<file path="src/rtl/irq_vec_pkg.sv">
package irq_vec_pkg;
  localparam int VEC_W = 8;
  typedef logic [VEC_W-1:0] vec_t;

  localparam vec_t NMI_VEC   = 8'h00;
  localparam vec_t MULTI_VEC = 8'h30;
  localparam vec_t FIRST_VEC = 8'h31;

  typedef enum logic {
    SEL_ENABLE  = 1'b0,
    SEL_PENDING = 1'b1
  } reg_sel_e;
endpackage

</file>
<file path="src/rtl/irq_enable_reg.sv">
module irq_enable_reg
  import irq_vec_pkg::*;
#(
  parameter int NUM_SRC = 32
) (
  input  logic               clk_i,
  input  logic               rst_ni,
  input  logic               we_i,
  input  logic               sel_i,
  input  logic [NUM_SRC-1:0] wdata_i,
  input  logic [NUM_SRC-1:0] req_i,
  output logic [NUM_SRC-1:0] en_o,
  output logic [NUM_SRC-1:0] pend_o,
  output logic [NUM_SRC-1:0] rdata_o
);
  logic [NUM_SRC-1:0] en_q;

  always_ff @(posedge clk_i or negedge rst_ni) begin
    if (!rst_ni)                                   en_q <= '0;
    else if (we_i && reg_sel_e'(sel_i) == SEL_ENABLE) en_q <= wdata_i;
  end

  // level-sensitive: nothing latched here
  assign pend_o  = req_i & en_q;
  assign en_o    = en_q;
  assign rdata_o = (reg_sel_e'(sel_i) == SEL_PENDING) ? pend_o : en_q;
endmodule

</file>
<file path="src/rtl/irq_nmi_capture.sv">
module irq_nmi_capture (
  input  logic clk_i,
  input  logic rst_ni,
  input  logic nmi_i,
  input  logic clr_i,
  output logic flag_o
);
  logic nmi_d_q, flag_q, rise;

  assign rise = nmi_i & ~nmi_d_q;

  always_ff @(posedge clk_i or negedge rst_ni) begin
    if (!rst_ni) begin
      nmi_d_q <= 1'b0;
      flag_q  <= 1'b0;
    end else begin
      nmi_d_q <= nmi_i;
      flag_q  <= rise | (flag_q & ~clr_i);
    end
  end

  assign flag_o = flag_q;
endmodule

</file>
<file path="src/rtl/irq_vec_encode.sv">
module irq_vec_encode #(
  parameter int NUM_SRC = 32,
  localparam int IDX_W  = (NUM_SRC > 1) ? $clog2(NUM_SRC) : 1
) (
  input  logic [NUM_SRC-1:0] pend_i,
  output logic               any_o,
  output logic               multi_o,
  output logic [IDX_W-1:0]   idx_o
);
  assign any_o   = |pend_i;
  // clearing the lowest set bit leaves something iff two or more are set
  assign multi_o = |(pend_i & (pend_i - NUM_SRC'(1)));

  always_comb begin
    idx_o = '0;
    for (int i = NUM_SRC - 1; i >= 0; i--) begin
      if (pend_i[i]) idx_o = IDX_W'(i);
    end
  end
endmodule

</file>
<file path="src/rtl/irq_vec_ctrl.sv">
module irq_vec_ctrl
  import irq_vec_pkg::*;
#(
  parameter int NUM_SRC = 32
) (
  input  logic               clk_i,
  input  logic               rst_ni,
  input  logic               we_i,
  input  logic               sel_i,
  input  logic [NUM_SRC-1:0] wdata_i,
  output logic [NUM_SRC-1:0] rdata_o,
  input  logic [NUM_SRC-1:0] req_i,
  input  logic               nmi_i,
  input  logic               ack_i,
  output logic               irq_o,
  output logic [VEC_W-1:0]   vec_o
);
  localparam int IDX_W = (NUM_SRC > 1) ? $clog2(NUM_SRC) : 1;

  logic [NUM_SRC-1:0] en_q, pend;
  logic               nmi_flag, nmi_clr, nmi_live;
  logic               any, multi;
  logic [IDX_W-1:0]   idx;
  vec_t               vec_q, vec_d;
  logic               hold_q, hold_d, load;

  irq_enable_reg #(.NUM_SRC(NUM_SRC)) u_en (
    .clk_i, .rst_ni, .we_i, .sel_i, .wdata_i, .req_i,
    .en_o(en_q), .pend_o(pend), .rdata_o
  );

  irq_nmi_capture u_nmi (
    .clk_i, .rst_ni, .nmi_i, .clr_i(nmi_clr), .flag_o(nmi_flag)
  );

  irq_vec_encode #(.NUM_SRC(NUM_SRC)) u_enc (
    .pend_i(pend), .any_o(any), .multi_o(multi), .idx_o(idx)
  );

  assign nmi_clr  = ack_i & hold_q & (vec_q == NMI_VEC);
  assign nmi_live = nmi_flag & ~nmi_clr;
  assign load     = ~hold_q | ack_i;

  always_comb begin
    hold_d = nmi_live | any;
    if (nmi_live)   vec_d = NMI_VEC;
    else if (multi) vec_d = MULTI_VEC;
    else if (any)   vec_d = FIRST_VEC + vec_t'(idx);
    else            vec_d = NMI_VEC;
  end

  always_ff @(posedge clk_i or negedge rst_ni) begin
    if (!rst_ni) begin
      vec_q  <= NMI_VEC;
      hold_q <= 1'b0;
    end else if (load) begin
      vec_q  <= vec_d;
      hold_q <= hold_d;
    end
  end

  assign irq_o = any | nmi_flag;
  assign vec_o = vec_q;
endmodule

</file>
<file path="config.mk">
export PLATFORM = sky130hd
export DESIGN_NAME = irq_vec_ctrl
export DESIGN_NICKNAME = d
export VERILOG_FILES = /design/src/rtl/irq_vec_pkg.sv /design/src/rtl/irq_enable_reg.sv /design/src/rtl/irq_nmi_capture.sv /design/src/rtl/irq_vec_encode.sv /design/src/rtl/irq_vec_ctrl.sv
export SDC_FILE = /design/constraint.sdc
export NUM_CORES = 1
export LEC_CHECK = 0
export BUFFER_PORTS_ARGS = -buffer_cell sky130_fd_sc_hd__buf_2
export CORE_MARGIN = 2
export CORE_UTILIZATION = 45
export DETAILED_ROUTE_END_ITERATION = 8
export PLACE_DENSITY = 0.73
export REMOVE_ABC_BUFFERS = 1
export SLEW_MARGIN = 0
export SYNTH_ARGS = -nofsm -noshare
export SYNTH_HDL_FRONTEND = slang
export SYNTH_HIERARCHICAL = 1
export SYNTH_SLANG_ARGS = --single-unit
</file>
<file path="constraint.sdc">
create_clock -name clk_i -period 5.5 [get_ports clk_i]
set_clock_uncertainty 0.1 [all_clocks]
set_input_delay 1.1 -clock clk_i [delete_from_list [all_inputs] [get_ports clk_i]]
set_output_delay 1.1 -clock clk_i [all_outputs]
set_load 0.01 [all_outputs]
</file>
==> Yosys cells after proc, flatten, opt, wreduce, memory -nomap -nowiden <==
Index checks and enable logic that the tools add are counted.
{ "classes": {"n_addsub": 2, "mul": 0, "n_div": 0, "order_cmp": 0, "eq_ne": 0, "shifts": 0, "n_mux": 36, "bitwise": 14, "n_reduce_logical": 4} }
{ "ops": {"columns": ["cell", "n"], "rows": [
  ["5-bit two-way mux", 32],
  ["32-bit bitwise AND", 2],
  ["32-bit OR reduction", 2],
  ["32-bit two-way mux", 1],
  ["32-bit by 1-bit subtractor with 32-bit output, second input constant", 1],
  ["7-bit two-way mux", 2],
  ["8-bit logical NOT", 1],
  ["8-bit two-way mux", 1],
  ["6-bit by 5-bit adder with 7-bit output, first input constant", 1],
  ["1-bit bitwise AND", 4],
  ["1-bit NOT", 4],
  ["1-bit bitwise OR", 4],
  ["1-bit logical AND", 1]
]} }
{ "word_totals": {"ff_bits": 43, "latchBits": 0, "mem_bits_rw": 0, "rom_bits": 0, "mem_count": 0} }

==> Longest topological paths before layout <==
{ "depth": {"depth_word": 37, "ltp_mapped": 12, "depth_no_buf": 12} }

==> Cells and area by module <==
Netlist, hierarchy kept.
{ "modules_own_cells": {"columns": ["mod", "n_inst", "cells_per_inst", "area_per_inst_um2", "seq_area_each_um2"], "rows": [
  ["irq_enable_reg", 1, 168, 1896.8, 800.8],
  ["irq_vec_encode", 1, 116, 689.4, 0.0],
  ["irq_vec_ctrl", 1, 47, 434.2, 200.2],
  ["irq_nmi_capture", 1, 5, 70.1, 50.0]
]} }

==> Worst setup path before layout <==
OpenSTA, ideal clock, no wires.
{ "synth_path": {"kind": "input-to-output", "startpoint": "in req_i[2]", "endpoint": "out irq_o", "t_arrival_ps": 2533, "required_ps": 4300, "path_slack_ps": 1767, "path_stages": 6, "cell_sequence": "and2_1 > nor4_1 > and4_1 > buf_6 > nand3_1 > or2_2"} }
{ "synth_between": {"elab_chain_cells": 3} }
{ "synth_rtl": {"columns": ["item", "line_no", "rtl"], "rows": [
  ["start, declared", "irq_vec_ctrl.sv:12", "input logic [NUM_SRC-1:0] req_i,"],
  ["32-bit bitwise AND", "irq_enable_reg.sv:24", "assign pend_o = req_i & en_q;"],
  ["32-bit OR reduction", "irq_vec_encode.sv:10", "assign any_o = |pend_i;"],
  ["via any", "irq_vec_ctrl.sv:22", "logic any, multi;"],
  ["1-bit bitwise OR", "irq_vec_ctrl.sv:62", "assign irq_o = any | nmi_flag;"],
  ["end, declared", "irq_vec_ctrl.sv:15", "output logic irq_o,"]
]} }
The timed path passes the listed nets, and every way through them passes these cells.

==> Final worst setup path <==
{ "layout_path": {"startpoint": "in req_i[2]", "endpoint": "out irq_o"} }
{ "layout_between": {"elab_chain_cells": 3} }
{ "layout_rtl": {"columns": ["item", "line_no", "rtl"], "rows": [
  ["32-bit bitwise AND", "irq_enable_reg.sv:24", null],
  ["via pend[2]", "irq_vec_ctrl.sv:20", "logic [NUM_SRC-1:0] en_q, pend;"],
  ["32-bit OR reduction", "irq_vec_encode.sv:10", null],
  ["via any", "irq_vec_ctrl.sv:22", null],
  ["1-bit bitwise OR", "irq_vec_ctrl.sv:62", null]
]} }
The timed path passes the listed nets, and every way through them passes these cells.

==> results.cfg <==
[run_status]
status = finished clean

[timing]
holdWs_ps = 346
rsz0062_at_grt = no
hold_viol_final = 0
timing.final.crit_period_ps = 4330
finalMaxSlewViolations = 0
finalSetupViolations = 0
fmax_ghz = 0.231
worst_pin_slew_ps = 925
fin_crit_sh = 0.788
timing.setup.tns_ps = 0
slew_headroom = 0.383

[logic_synthesis]
syn_inst = 336
synth_edf_count = 0
ys_ff_latch = 42
ys_seq_area_frac = 0.340
syn_avg_cell_area_um2 = 9.20
ys_types = 53
yosysWarnings = 6
synth-main-ff-cell = dfrtp_1
synth_async_sr_flop_share = 1.00
netlist_area_um2 = 3090

[placed_design]
place_area_um2 = 3660
portBuffers = 109
hpwl_mm = 5.62
place_congestion = 0.867

[drt]
wl_mm = 7.29
vias = 2799
wl_per_cell_um = 14.0
drc = 0
drt-pass1-iter-count = 4
vias_per_cell = 5.37
drtIter0Drc = 139
ant_nets = 0

[floorplan]
core_area_um2 = 6720
initial_core_util = 0.460
num_io_pins = 111
die_y_um = 86.9
num_rows = 30
die_w_um = 86.9
die-area_um2 = 7550

[global_route]
grt_pass1_vias = 2707
grt_pass1_wl_mm = 12.1
grt_max_degree = 43
grt_usage = 0.200
globalRouteOverflowTotal = 0
antenna_found_initial = 0

[power]
cellLeakagePower_nw = 1.87
power.density_nw_per_um2 = 251
ir_worst_vdd_mv = 0.111
power_w = 0.000940

[worst_setup_path]
worstSetupEndpointType = output port
worstSetupStartpointType = input pin
rrSetupSlack_ps = 2100
crit_path_start = req_i[2]
slowest_stage = nor4_1
crit_chain = buf_2, and2_1, nor4_1, and4_1, nand3_1, or2_2, buf_2
reg2regPathDepth = 9
slowest_delay_ps = 550
cpMostUsedCell = buf_2
path_class = input pin to output port
cp.arrival_ps = 3130
critPathMaxFanout = 9
crit_required_ps = 4300
regToRegStartpoint = u_en/en_o[2]
timing.rr.end = vec_o[2]
crit_end = irq_o

[final_layout]
finalInstanceArea_um2 = 3740
drive_above_1_share = 0.356
final_common_cell = buf_2
fillers = 640
nNetsFinal = 512
final_util = 0.557
syn2layout_area_growth_pct = 21.1
multi_input_comb_area_um2 = 1800
n_antenna_cell = 0
regArea_um2 = 1050
final_cell_mix = buf_2 (109), inv_1 (44), dfrtp_1 (42)

[flow_run]
cap_violations = 0

[clock_network]
htreeDepth = 2
root_buffer = clkbuf_8
cts_buffers = 5
cts_tree = built
clock-sinks = 42
clkLatencyLatePin_ps = 290
post_cts_buffers = 0
postCtsHoldBufs = 0
clk_path_buf_depth = 2
clk_pin_slew_ps = 80
cts_resized = 0

[worst_hold_path]
hp-class = register to register
## cells in the mapped netlist (2+ instances only)
| library cell | n | area, µm² |
|---|---|---|
| and3_1 | 2 | 12.5 |
| nand4_1 | 4 | 25.0 |
| maj3_1 | 2 | 20.0 |
| o21ai_0 | 8 | 40.0 |
| a21boi_0 | 35 | 263 |
| and4_1 | 2 | 17.5 |
| a21o_1 | 2 | 15.0 |
| a2111o_1 | 2 | 22.5 |
| nor2b_1 | 2 | 12.5 |
| a21oi_1 | 10 | 50.1 |
| nor2_1 | 21 | 78.8 |
| inv_1 | 44 | 165 |
| nand2_1 | 16 | 60.1 |
| a31oi_1 | 5 | 31.3 |
| nand2b_1 | 3 | 18.8 |
| o31a_1 | 2 | 17.5 |
| or3_1 | 3 | 18.8 |
| buf_6 | 5 | 56.3 |
| and2_1 | 32 | 200 |
| nand3_1 | 3 | 15.0 |
| a2111oi_0 | 2 | 17.5 |
| o31ai_1 | 3 | 22.5 |
| nor4_1 | 9 | 56.3 |
| mux2_2 | 2 | 22.5 |
| maj3_2 | 2 | 22.5 |
| mux2_4 | 30 | 450 |
| nor3_1 | 9 | 45.0 |
| clkbuf_1 | 6 | 22.5 |
| dfrtp_1 | 42 | 1050 |
| o21ai_1 | 5 | 25.0 |
## through the flow
stage / instances / setup WS [ps]
final: 521 / 1170
after floorplan: 324 / 1490
after detailed placement: 514 / 1240
after global routing: 521 / 1050
after CTS: 521 / 1230
after global placement: 514 / 1280
## critical path: cells and delay by family
kind,cells,cell delay [ps]
simple gates,5,1790
buf+inv,2,240
## cells by family after synthesis
| logic type | after synthesis | synth area share |
|---|---|---|
| compound gates | 87 | 0.202 |
| xor+xnor | 2 | 0.00567 |
| fa+ha+maj | 5 | 0.0178 |
| buf+inv | 56 | 0.0814 |
| flops | 42 | 0.340 |
| mux | 32 | 0.153 |
| other cells | 1 | 0.00121 |
| simple gates | 111 | 0.199 |
## flip-flops by register name, summed over array words and instances, names as in the netlist
signal         cells
u_nmi/nmi_d_q      1
hold_q             1
vec_o              7
u_en/en_o         32
u_nmi/flag_o       1
## layer usage
layer  up-vias  share of wire  global-route usage
li1       1386              -                   -
met1      1314           0.45               0.257
met2        91           0.48               0.337
met3         8          0.052              0.0370
met4         0          0.014              0.0710
met5         -              0                   0
## power breakdown
| part | switching [W] | internal (W) | total, W | leakage (nW) |
|---|---|---|---|---|
| logic | 0.000185 | 0.000178 | 0.000363 | 1.33 |
| clock network | 0.000104 | 0.0000876 | 0.000191 | 0.0383 |
| registers | 0.0000330 | 0.000353 | 0.000386 | 0.501 |
## layout make-up
class / instances / share of cell area
multi-input combinational: 238 / 0.480
tap: 80 / 0.0268
timing repair buffer: 110 / 0.148
inverter: 44 / 0.0441
clock buffer: 7 / 0.0204
sequential: 42 / 0.281
## worst min-delay path by stage
stage / startpoint / to / slack, ps / depth (start not counted)
after floorplan: u_nmi/nmi_d_q / u_nmi/flag_o / 330 / 1
after global placement: u_nmi/nmi_d_q / u_nmi/flag_o / 340 / 1
after detailed placement: u_nmi/nmi_d_q / u_nmi/flag_o / 340 / 1
after CTS: u_nmi/nmi_d_q / u_nmi/flag_o / 350 / 1
after global routing: u_nmi/nmi_d_q / u_nmi/flag_o / 370 / 1
final: u_nmi/nmi_d_q / u_nmi/flag_o / 350 / 1
(Power assumes the default switching activity.)
